<file path="config.mk">
export PLATFORM = sky130hd
export DESIGN_NAME = barrier_unit
export DESIGN_NICKNAME = d
export VERILOG_FILES = /design/src/rtl/barrier_pkg.sv /design/src/rtl/barrier_decode.sv /design/src/rtl/barrier_slot.sv /design/src/rtl/barrier_wake_merge.sv /design/src/rtl/barrier_unit.sv
export SDC_FILE = /design/constraint.sdc
export NUM_CORES = 1
export LEC_CHECK = 0
export ABC_AREA = 0
export CAP_MARGIN = 20
export CORE_MARGIN = 5
export CORE_UTILIZATION = 40
export CTS_CLUSTER_SIZE = 25
export DETAILED_ROUTE_END_ITERATION = 16
export HOLD_SLACK_MARGIN = 0.15
export PLACE_DENSITY = 0.62
export RECOVER_POWER = 50
export SETUP_SLACK_MARGIN = 0.15
export SYNTH_ARGS = -nofsm -noshare
export SYNTH_HDL_FRONTEND = slang
export SYNTH_HIERARCHICAL = 1
export SYNTH_SLANG_ARGS = --single-unit
export TNS_END_PERCENT = 5
</file>
<file path="constraint.sdc">
create_clock -name clk -period 14.6 [get_ports clk]
set_clock_uncertainty 0.2 [all_clocks]
set_input_delay 2.92 -clock clk [delete_from_list [all_inputs] [get_ports clk]]
set_output_delay 2.92 -clock clk [all_outputs]
set_load 0.05 [all_outputs]
</file>
<file path="src/rtl/barrier_pkg.sv">
// Package: shared helpers for the warp barrier unit.
// Assumes: callers pass a positive element count.
package barrier_pkg;

    // Index width for n elements, never below one bit.
    function automatic int idx_w(input int n);
        return (n <= 1) ? 1 : $clog2(n);
    endfunction

endpackage

</file>
<file path="src/rtl/barrier_decode.sv">
// Module: barrier_decode
// Turns one arrival into a per-barrier select and a one-hot warp vector.
// Assumes: ids at or above the configured counts mark the arrival invalid.
module barrier_decode #(
    parameter int NUM_BARRIERS = 3,
    parameter int NUM_WARPS    = 6,
    localparam int BAR_W  = barrier_pkg::idx_w(NUM_BARRIERS),
    localparam int WARP_W = barrier_pkg::idx_w(NUM_WARPS)
) (
    input  logic                    arr_valid,
    input  logic [BAR_W-1:0]        arr_bar_id,
    input  logic [WARP_W-1:0]       arr_warp,
    output logic [NUM_BARRIERS-1:0] bar_hit,
    output logic [NUM_WARPS-1:0]    warp_oh
);
    localparam logic [BAR_W:0]  BAR_LIM  = (BAR_W+1)'(NUM_BARRIERS);
    localparam logic [WARP_W:0] WARP_LIM = (WARP_W+1)'(NUM_WARPS);

    logic accept;

    // Qualify the arrival: both ids must be in range.
    always_comb begin
        accept = arr_valid
               && ({1'b0, arr_bar_id} < BAR_LIM)
               && ({1'b0, arr_warp} < WARP_LIM);
    end

    // Build the one-hot vector of the arriving warp.
    always_comb begin
        warp_oh = '0;
        if (accept) begin
            warp_oh[arr_warp] = 1'b1;
        end
    end

    // One select line per barrier.
    for (genvar b = 0; b < NUM_BARRIERS; b++) begin : g_sel
        localparam logic [BAR_W-1:0] MY_ID = BAR_W'(b);
        assign bar_hit[b] = accept && (arr_bar_id == MY_ID);
    end
endmodule

</file>
<file path="src/rtl/barrier_slot.sv">
// Module: barrier_slot
// One barrier: holds the set of arrived warps, counts it, releases it.
// Assumes: warp_oh is one-hot or zero; hit is asserted for at most one slot.
module barrier_slot #(
    parameter int NUM_WARPS = 6,
    localparam int CNT_W = barrier_pkg::idx_w(NUM_WARPS + 1)
) (
    input  logic                 clk,
    input  logic                 rst_n,
    input  logic                 hit,
    input  logic [NUM_WARPS-1:0] warp_oh,
    input  logic [CNT_W-1:0]     need_cnt,
    output logic [NUM_WARPS-1:0] held,
    output logic [NUM_WARPS-1:0] fire_mask
);
    logic [NUM_WARPS-1:0] merged;
    logic [CNT_W-1:0]     tally;
    logic                 release_now;

    // Set that would be held after this arrival, and its size.
    always_comb begin
        merged = held | (hit ? warp_oh : '0);
        tally  = '0;
        for (int i = 0; i < NUM_WARPS; i++) begin
            tally = tally + CNT_W'(merged[i]);
        end
        release_now = hit && (tally >= need_cnt);
        fire_mask   = release_now ? merged : '0;
    end

    // Record arrivals; empty the set on release or reset.
    always_ff @(posedge clk) begin
        if (!rst_n) begin
            held <= '0;
        end else if (release_now) begin
            held <= '0;
        end else if (hit) begin
            held <= merged;
        end
    end
endmodule

</file>
<file path="src/rtl/barrier_wake_merge.sv">
// Module: barrier_wake_merge
// Combines the release masks of all barriers into one registered pulse.
// Assumes: at most one barrier releases per cycle.
module barrier_wake_merge #(
    parameter int NUM_BARRIERS = 3,
    parameter int NUM_WARPS    = 6
) (
    input  logic                                   clk,
    input  logic                                   rst_n,
    input  logic [NUM_BARRIERS-1:0][NUM_WARPS-1:0] fire,
    output logic [NUM_WARPS-1:0]                   wake_mask
);
    logic [NUM_WARPS-1:0] any_fire;

    // OR together every barrier's release mask.
    always_comb begin
        any_fire = '0;
        for (int b = 0; b < NUM_BARRIERS; b++) begin
            any_fire = any_fire | fire[b];
        end
    end

    // Register the merged mask as a one-cycle pulse.
    always_ff @(posedge clk) begin
        if (!rst_n) begin
            wake_mask <= '0;
        end else begin
            wake_mask <= any_fire;
        end
    end
endmodule

</file>
<file path="src/rtl/barrier_unit.sv">
// Module: barrier_unit (top)
// Counting barriers for the warps of one core. Arrivals are recorded per
// barrier; a barrier whose distinct-warp count meets the supplied count
// releases its warps on wake_mask one cycle later and is emptied.
// Assumes: at most one arrival per cycle; out-of-range ids are dropped.
module barrier_unit #(
    parameter int NUM_BARRIERS = 3,
    parameter int NUM_WARPS    = 6,
    localparam int BAR_W  = barrier_pkg::idx_w(NUM_BARRIERS),
    localparam int WARP_W = barrier_pkg::idx_w(NUM_WARPS),
    localparam int CNT_W  = barrier_pkg::idx_w(NUM_WARPS + 1)
) (
    input  logic                 clk,
    input  logic                 rst_n,
    input  logic                 arr_valid,
    input  logic [BAR_W-1:0]     arr_bar_id,
    input  logic [CNT_W-1:0]     arr_count,
    input  logic [WARP_W-1:0]    arr_warp,
    output logic [NUM_WARPS-1:0] wake_mask
);
    logic [NUM_BARRIERS-1:0]                bar_hit;
    logic [NUM_WARPS-1:0]                   warp_oh;
    logic [NUM_BARRIERS-1:0][NUM_WARPS-1:0] slot_held;
    logic [NUM_BARRIERS-1:0][NUM_WARPS-1:0] slot_fire;

    barrier_decode #(
        .NUM_BARRIERS (NUM_BARRIERS),
        .NUM_WARPS    (NUM_WARPS)
    ) u_decode (
        .arr_valid  (arr_valid),
        .arr_bar_id (arr_bar_id),
        .arr_warp   (arr_warp),
        .bar_hit    (bar_hit),
        .warp_oh    (warp_oh)
    );

    for (genvar b = 0; b < NUM_BARRIERS; b++) begin : g_slot
        barrier_slot #(
            .NUM_WARPS (NUM_WARPS)
        ) u_slot (
            .clk       (clk),
            .rst_n     (rst_n),
            .hit       (bar_hit[b]),
            .warp_oh   (warp_oh),
            .need_cnt  (arr_count),
            .held      (slot_held[b]),
            .fire_mask (slot_fire[b])
        );
    end

    barrier_wake_merge #(
        .NUM_BARRIERS (NUM_BARRIERS),
        .NUM_WARPS    (NUM_WARPS)
    ) u_merge (
        .clk       (clk),
        .rst_n     (rst_n),
        .fire      (slot_fire),
        .wake_mask (wake_mask)
    );
endmodule

</file>
-- Word-level counts from Yosys, hierarchy flattened
Cells that the tools add are included.
- bits in latches: 0
- memories kept: 0
- memory bits (read-only): 0
- bits in registers: 24
- RAM bits: 0
- bitwise operators: 6
- add/sub/neg operators: 15
- shift-type cells: 0
- order comparisons: 7
- multipliers: 0
- div/mod/pow operators: 0
- equal/unequal tests: 2
- multiplexer cells: 9
- reduce and logical (&&, ||, !) cells: 13
- operators with widths (cell ; count):
    $mux 6 ; 7
    $add 3x1->3 ; 12
    $or 6x6->6 ; 5
    $ge 3x3->1 ; 3
    $logic_and 1x1->1 ; 9
    $add 1x1->2 ; 3
    $reduce_or 2->1 ; 3
    $lt 3x4->1 const B ; 1
    $demux 1 s3 ; 1
    $ge 3x1->1 const B ; 1
    $lt 3x3->1 const B ; 1
    $eq 2x1->1 const B ; 1
    $eq 2x2->1 const B ; 1
    $logic_not 2->1 ; 1
    $lt 2x2->1 const B ; 1
    $mux 1 ; 1
    $not 1->1 ; 1

-- Logic depth before layout (Yosys ltp)
Gate-level depths: netlist of the first run.
- depth after elaboration: 17
- mapped depth: 14
- depth with buffers taken out: 13

-- Cells and area by module
Netlist of the first run, hierarchy kept.
- modules (own cells, without submodules) (module ; seq. area each (um^2) ; cells each ; area each (um^2) ; times used):
    barrier_slot ; 120.1 ; 46 ; 424.2 ; 3
    barrier_decode ; 0.0 ; 18 ; 176.4 ; 1
    barrier_wake_merge ; 120.1 ; 12 ; 172.7 ; 1

-- Worst setup path before layout of the first run
Ideal clock, no wire load.
- path kind: in2reg
- from: input arr_warp[2]
- to: register u_merge.wake_mask[2]
- library setup time: 120 ps
- required time: 14280 ps
- setup slack: 7558 ps
- arrival: 6722 ps
- cell stages on the path: 13
- path through: buf_2 > a2111oi_1 > clkbuf_2 > a21oi_1 > fa_1 > fa_1 > inv_1 > ha_1 > fa_1 > ha_1 > a211oi_1 > nor3_1 > o31a_1
- RTL lines (what ; RTL line ; RTL):
    start, declared ; barrier_unit.sv:18 ; input logic [WARP_W-1:0] arr_warp,
    end signal, assigned ; barrier_wake_merge.sv:28 ; wake_mask <= any_fire;
    end, declared ; barrier_wake_merge.sv:11 ; output logic [NUM_WARPS-1:0] wake_mask

==> run metrics, run 1 <==
outcome=finished, final reports clean; # rows=23; sequence of cells on the critical path=dlygate4sd3_1, a2111oi_2, a21oi_1, fa_1, fa_1, inv_1, ha_1, fa_1, ha_1, a211oi_1, nor4b_1, o31a_1; CP endpoint kind=register; starting density of the core=40.83%; post-synth net total=200; Worst Hold Depth=2; post-layout util=47.42%; Core ar.=3971 um2; Area Overhead vs Synth=16.13%; DRC marker count from the first detailed-route iteration=50; PortBufs=16; vias in the first global route=1323; Crit Path Class=primary input to register; via count=1289; worst-margin pin slew=1.011 ns; most common library cells after synthesis=a21oi_1 (30), dfxtp_1 (24), inv_1 (23); met2 usage=25.79%; final net count=217; Root Driver=clkbuf_8; R2R setup slack=10.71 ns; antenna violations before repair=0; Die W=73.67 um; postcts setup bufs=0; gr busiest metal=met2; Req. time, crit path=14.56 ns; total of fill cells in the finished design=380; WP buf/inv=2; EDFF count, synth=0; die height=73.67 um; Cells after Synth=168; final hold viol count=0; DR WL/cell=15.90 um; clk slew on worst S/H paths=0.08 ns; Worst slew margin=32.48%; CTS tree=yes; post-synth cell types=25; area leader, netlist=dfxtp_1; Resize count post-CTS=0; routability cong.=0.8527; CP max FO=13; achievable frequency=0.1258 GHz; count leader, synth=a21oi_1; hpwl dp=2978 um; Worst-Skew Late Latency=0.27 ns; GRT met3 Usage=1.642%; drt first pass iters=4; largest cells by area after synthesis=dfxtp_1 (30%), fa_1 (11%), a21oi_1 (9.3%), ha_1 (9.3%), nor4b_1 (8.1%); ys async rst share=0%; share of the yosys chip area belonging to registers=29.63%; Yosys top cell area share=29.63%; total track usage=15.13%; Avg Cell Area, Syn=9.652 um2; layout cells sized above 1=8.696%; prevailing post-synth register cell=dfxtp_1; crit path time final=7.947 ns; Synth Cell Area=1622 um2; PD cells=77.80 nW/um2; Max-cap violations=0; unrepaired setup endpoints after global routing=false; largest net degree at the start of global routing=15; IO Count=17; worst vdd ir=0.00002871 V; ANT nets after route=0; Lkg Pwr=0.8092 nW; r2r worst-path depth=10; Worst path depth=12; Clock Sinks=24; Worst EP arrival=7.90 ns; gr ovfl total=0; flops & latches, synth=24; Final period util=54.43%; Clock Path Buffers=2; DRC=0; yosys warns=6; Die Area=5427 um2; ant diodes=0; Avg Vias per Cell=5.509; CTS Buf Count=3; Crit path largest cell delay=0.98 ns; cell mode on critical path=fa_1; slowest stage cell, crit path=a2111oi_2; hold_buf cts=0; first-pass GRT wire length=6341 um; setup TNS=0 ns; Final Slew Violations=0; CP top delay family=compound AO/OA/AOI/OAI gates; met1 usage=19.73%; H-tree Lvls=1; Final setup viols=0; worst min path class=register to register; routed wire length=3720 um; crit start category=primary input
## worst paths after layout
path                                 start                        to
setup / recovery               arr_warp[1]      u_merge/wake_mask[3]
hold / removal    g_slot[1].u_slot/held[3]  g_slot[1].u_slot/held[3]
setup reg to reg  g_slot[1].u_slot/held[0]      u_merge/wake_mask[2]
hold reg to reg   g_slot[1].u_slot/held[3]  g_slot[1].u_slot/held[3]
## worst min-delay path: stages, from the launching register on
cell and delay [ns]:
dfxtp_1 0.32, a21oi_1 0.07, a21oi_1 0.11
## kinds of logic after synthesis
family	after synthesis	synth area share, %
AOI/OAI and AO/OA	54	21.68
and+or+nand+nor	40	20.37
buffers and inverters	29	7.947
DFF	24	29.63
adders and majority gates	21	20.37
## state kept, by name, indices dropped and copies added (netlist names)
name                flops
g_slot.u_slot/held     18
u_merge/wake_mask       6
## stage by stage
step	cells	area (um2)	setup WS, ns	total power [mW]	hold WS (ns)
finish	234	1883	6.653	0.1465	0.3284
global placement	229	1814	6.369	0.08867	0.3041
floorplan	168	1622	7.558	0.08273	0.2731
global route	234	1883	6.321	0.1522	0.3582
CTS	233	1886	6.565	0.1476	0.3289
detailed placement	229	1814	6.298	0.08939	0.3053
## layout by cell type, fill, tap and decap left out, drive strengths merged
| cell type | n |
|---|---|
| ha | 12 |
| a21boi | 3 |
| or2b | 1 |
| o31a | 6 |
| nor4 | 2 |
| inv | 23 |
| nand2b | 3 |
| and2 | 1 |
| buf | 1 |
| o21ai | 3 |
| a211oi | 4 |
| nor2 | 3 |
| dfxtp | 24 |
| dlygate4sd3 | 8 |
| a21oi | 30 |
| clkdlybuf4s50 | 8 |
| a2111o | 3 |
| nor4b | 19 |
| bufinv | 1 |
| a2111oi | 2 |
| nor3 | 3 |
| fa | 9 |
| clkbuf | 4 |
| a21o | 3 |
| nand2 | 8 |
## per-layer routing
layer / share of wire (%) / vias to the layer above / routed length, um
li1: - / 642 / -
met1: 46 / 608 / 1711
met2: 49 / 35 / 1813
met3: 4.1 / 4 / 152
met4: 1.2 / 0 / 43
met5: 0 / - / 0
## power by group
group	switching [mW]	internal, mW	total (mW)
sequential	0.000134	0.0659	0.0660
combinational	0.0129	0.00902	0.0219
clock	0.0219	0.0367	0.0586
total	0.0349	0.112	0.146
## layout make-up
cell class                      instances  area, um2  share of cell area, %
Sequential cell                        24      480.5                  25.51
Clock inverter                          1      30.03                  1.595
Tap cell                               50      62.56                  3.322
Clock buffer                            3      41.29                  2.193
Multi-Input combinational cell        115       1011                  53.69
Timing Repair Buffer                   18      171.4                  9.103
Inverter                               23      86.33                  4.585
Power figures use the tool's default switching activity.
==> run 2, diff against run 1 <==
PLACE_DENSITY = 0.64   (was 0.62)
clock period = 7.12 ns   (was 14.6 ns; I/O delays follow)
==> run 2 against run 1 <==
Core utilization decreased by 0.13 points. Worst setup slack worse by 5.9 ns. Register-to-register slack got worse by 7.6 ns. Clock-buffer cell count increased by 1. Sequential share of layout area rose by 0.068 points. Via count up 1.6%. Non-clock buffer count rose by 1. Clock power rose by 61%. Sequential power rose by 100%. Cell area shrank 0.27%.
==> run metrics, run 2 (synthesized netlist as in run 1, its figures left out) <==
outcome=finished, final reports clean; crit path time final=6.412 ns; Crit path largest cell delay=0.78 ns (-0.20 ns); Area Overhead vs Synth=15.82%; Final setup viols=0 (unchanged); Placement Setup Slack=0.8196 ns (-5.478 ns); largest reg by FF count=g_slot.u_slot/held; cell mode on critical path=fa_1; CP endpoint kind=register; postcts setup bufs=0 (unchanged); achievable frequency=0.1559 GHz; Die W=73.67 um (unchanged); Root Driver=clkbuf_8; Die Area=5427 um2 (unchanged); Worst EP arrival=6.38 ns (-1.52 ns); CP max FO=9 (-4); die height=73.67 um (unchanged); Resize count post-CTS=0 (unchanged); clk slew on worst S/H paths=0.09 ns (about the same); DR WL/cell=16.14 um (+1.6%); gr ovfl total=0 (unchanged); CTS Buf Count=3 (unchanged); DRC=0 (unchanged); H-tree Lvls=1 (unchanged); # rows=23 (unchanged); first-pass GRT wire length=6354 um (+0.21%); CP top delay family=adder cells; sequence of cells on the critical path=dlygate4sd3_1, nor4b_1, a21oi_1, fa_1, fa_1, inv_1, ha_1, fa_1, ha_1, a211oi_1, nor4b_1, o31a_1; hold_buf cts=0 (unchanged); slowest stage cell, crit path=dlygate4sd3_1; Final period util=90.06%; crit start category=primary input; CTS tree=yes; layout cells sized above 1=9.730% (+1.0 points); routed wire length=3794 um (+2.0%); Seq pwr share=49.3% (+4.2 points); worst min path class=register to register; Final Slew Violations=0 (unchanged); routability cong.=0.8409 (-1.4%); vias in the first global route=1314 (-0.68%); ANT nets after route=0 (unchanged); largest registers=g_slot.u_slot/held (18), u_merge/wake_mask (6); Clock Sinks=24 (unchanged); Comb power frac=16.4% (+1.5 points); final worst slack=0.7075 ns (-5.945 ns); ant diodes=0 (unchanged); most common cell after layout, fill and taps aside=a21oi_1; starting density of the core=40.83% (unchanged); Sw Share=25.93% (+2.1 points); Worst slew margin=42.16% (+9.7 points); final net count=218 (+0.46%); unrepaired setup endpoints after global routing=false; commonest non-fill, non-tap cells in the layout=a21oi_1 (30), dfxtp_1 (24), inv_1 (23), nor4b_1 (16), ha_1 (12); WP buf/inv=2 (unchanged); setup TNS=0 ns (unchanged); via count=1310 (+1.6%); total track usage=15.17% (+0.037 points); Clock Power Share=34.3% (-5.7 points); Max-cap violations=0 (unchanged); IO Count=17 (unchanged); internal power=0.2034 mW (+82%); largest net degree at the start of global routing=14 (-1); Clock Path Buffers=2 (unchanged); worst-margin pin slew=0.8556 ns (-0.1552 ns); PortBufs=16 (unchanged); Req. time, crit path=7.09 ns (-7.47 ns); antenna violations before repair=0 (unchanged); final hold viol count=0 (unchanged); Sw Pwr=0.07120 mW (+100%); drt first pass iters=4 (unchanged); Core ar.=3971 um2 (unchanged); PD cells=146.2 nW/um2 (+88%); Crit Path Class=primary input to register; worst vdd ir=0.00008152 V (+180%); DRC marker count from the first detailed-route iteration=57 (+14%); Lkg Pwr=0.8097 nW (about the same); Avg Vias per Cell=5.574 (+1.2%); hpwl dp=3002 um (+0.81%); post-layout util=47.29% (-0.13 points); Worst-Skew Late Latency=0.27 ns (about the same); max reg flops=18 (unchanged)
-- run 2: metal layers --
metal,up-vias,share of wire [%],track usage [%]
li1,646,-,-
met1,636,44,19.59
met2,24,50,26.08
met3,4,5.4,2.736
met4,0,0.79,3.622
met5,-,0,0
-- run 2: stage by stage --
step | power, mW | hold WS [ns] | instances | cell area [um2]
floorplan | 0.1696 | 0.2731 | 168 | 1622
global placement | 0.1825 | 0.3085 | 231 | 1829
detailed placement | 0.1836 | 0.3096 | 231 | 1829
CTS | 0.2757 | 0.3290 | 235 | 1884
global route | 0.2869 | 0.3676 | 235 | 1878
finish | 0.2746 | 0.3260 | 235 | 1878
-- run 2: power by group through the flow --
stage	Sequential [mW]	Clock [mW]	Combinational, mW
2_1_floorplan	0.138	0	0.0312
5_1_grt	0.135	0.102	0.0497
3_5_place_dp	0.139	0	0.0451
3_3_place_gp	0.138	0	0.0440
4_1_cts	0.135	0.0948	0.0455
6_report	0.135	0.0942	0.0451
-- run 2: final timing paths --
kind                                 start                       end  slack [ns]  cells after the start
hold / removal    g_slot[0].u_slot/held[3]  g_slot[0].u_slot/held[3]        0.33                      2
setup reg to reg  g_slot[1].u_slot/held[3]      u_merge/wake_mask[1]        3.13                     10
setup / recovery               arr_warp[1]      u_merge/wake_mask[1]        0.71                     12
hold reg to reg   g_slot[0].u_slot/held[3]  g_slot[0].u_slot/held[3]        0.33                      2
-- run 2: cell type report --
cell class / count / area, um2
Timing Repair Buffer: 19 / 182.7
Sequential cell: 24 / 480.5
Fill cell: 366 / 2093
Clock buffer: 4 / 55.05
Multi-Input combinational cell: 115 / 1011
Tap cell: 50 / 62.56
Inverter: 23 / 86.33
-- run 2: worst min-delay path: stages, from the launching register on --
cell and delay (ns):
dfxtp_1 0.31, a21oi_1 0.07, a21oi_1 0.11
==> run 3, diff against run 2 <==
CTS_CLUSTER_DIAMETER = 30   (was unset)
==> results of run 3 <==
The final DEF is identical to that of run 2; final timing and power are the same.
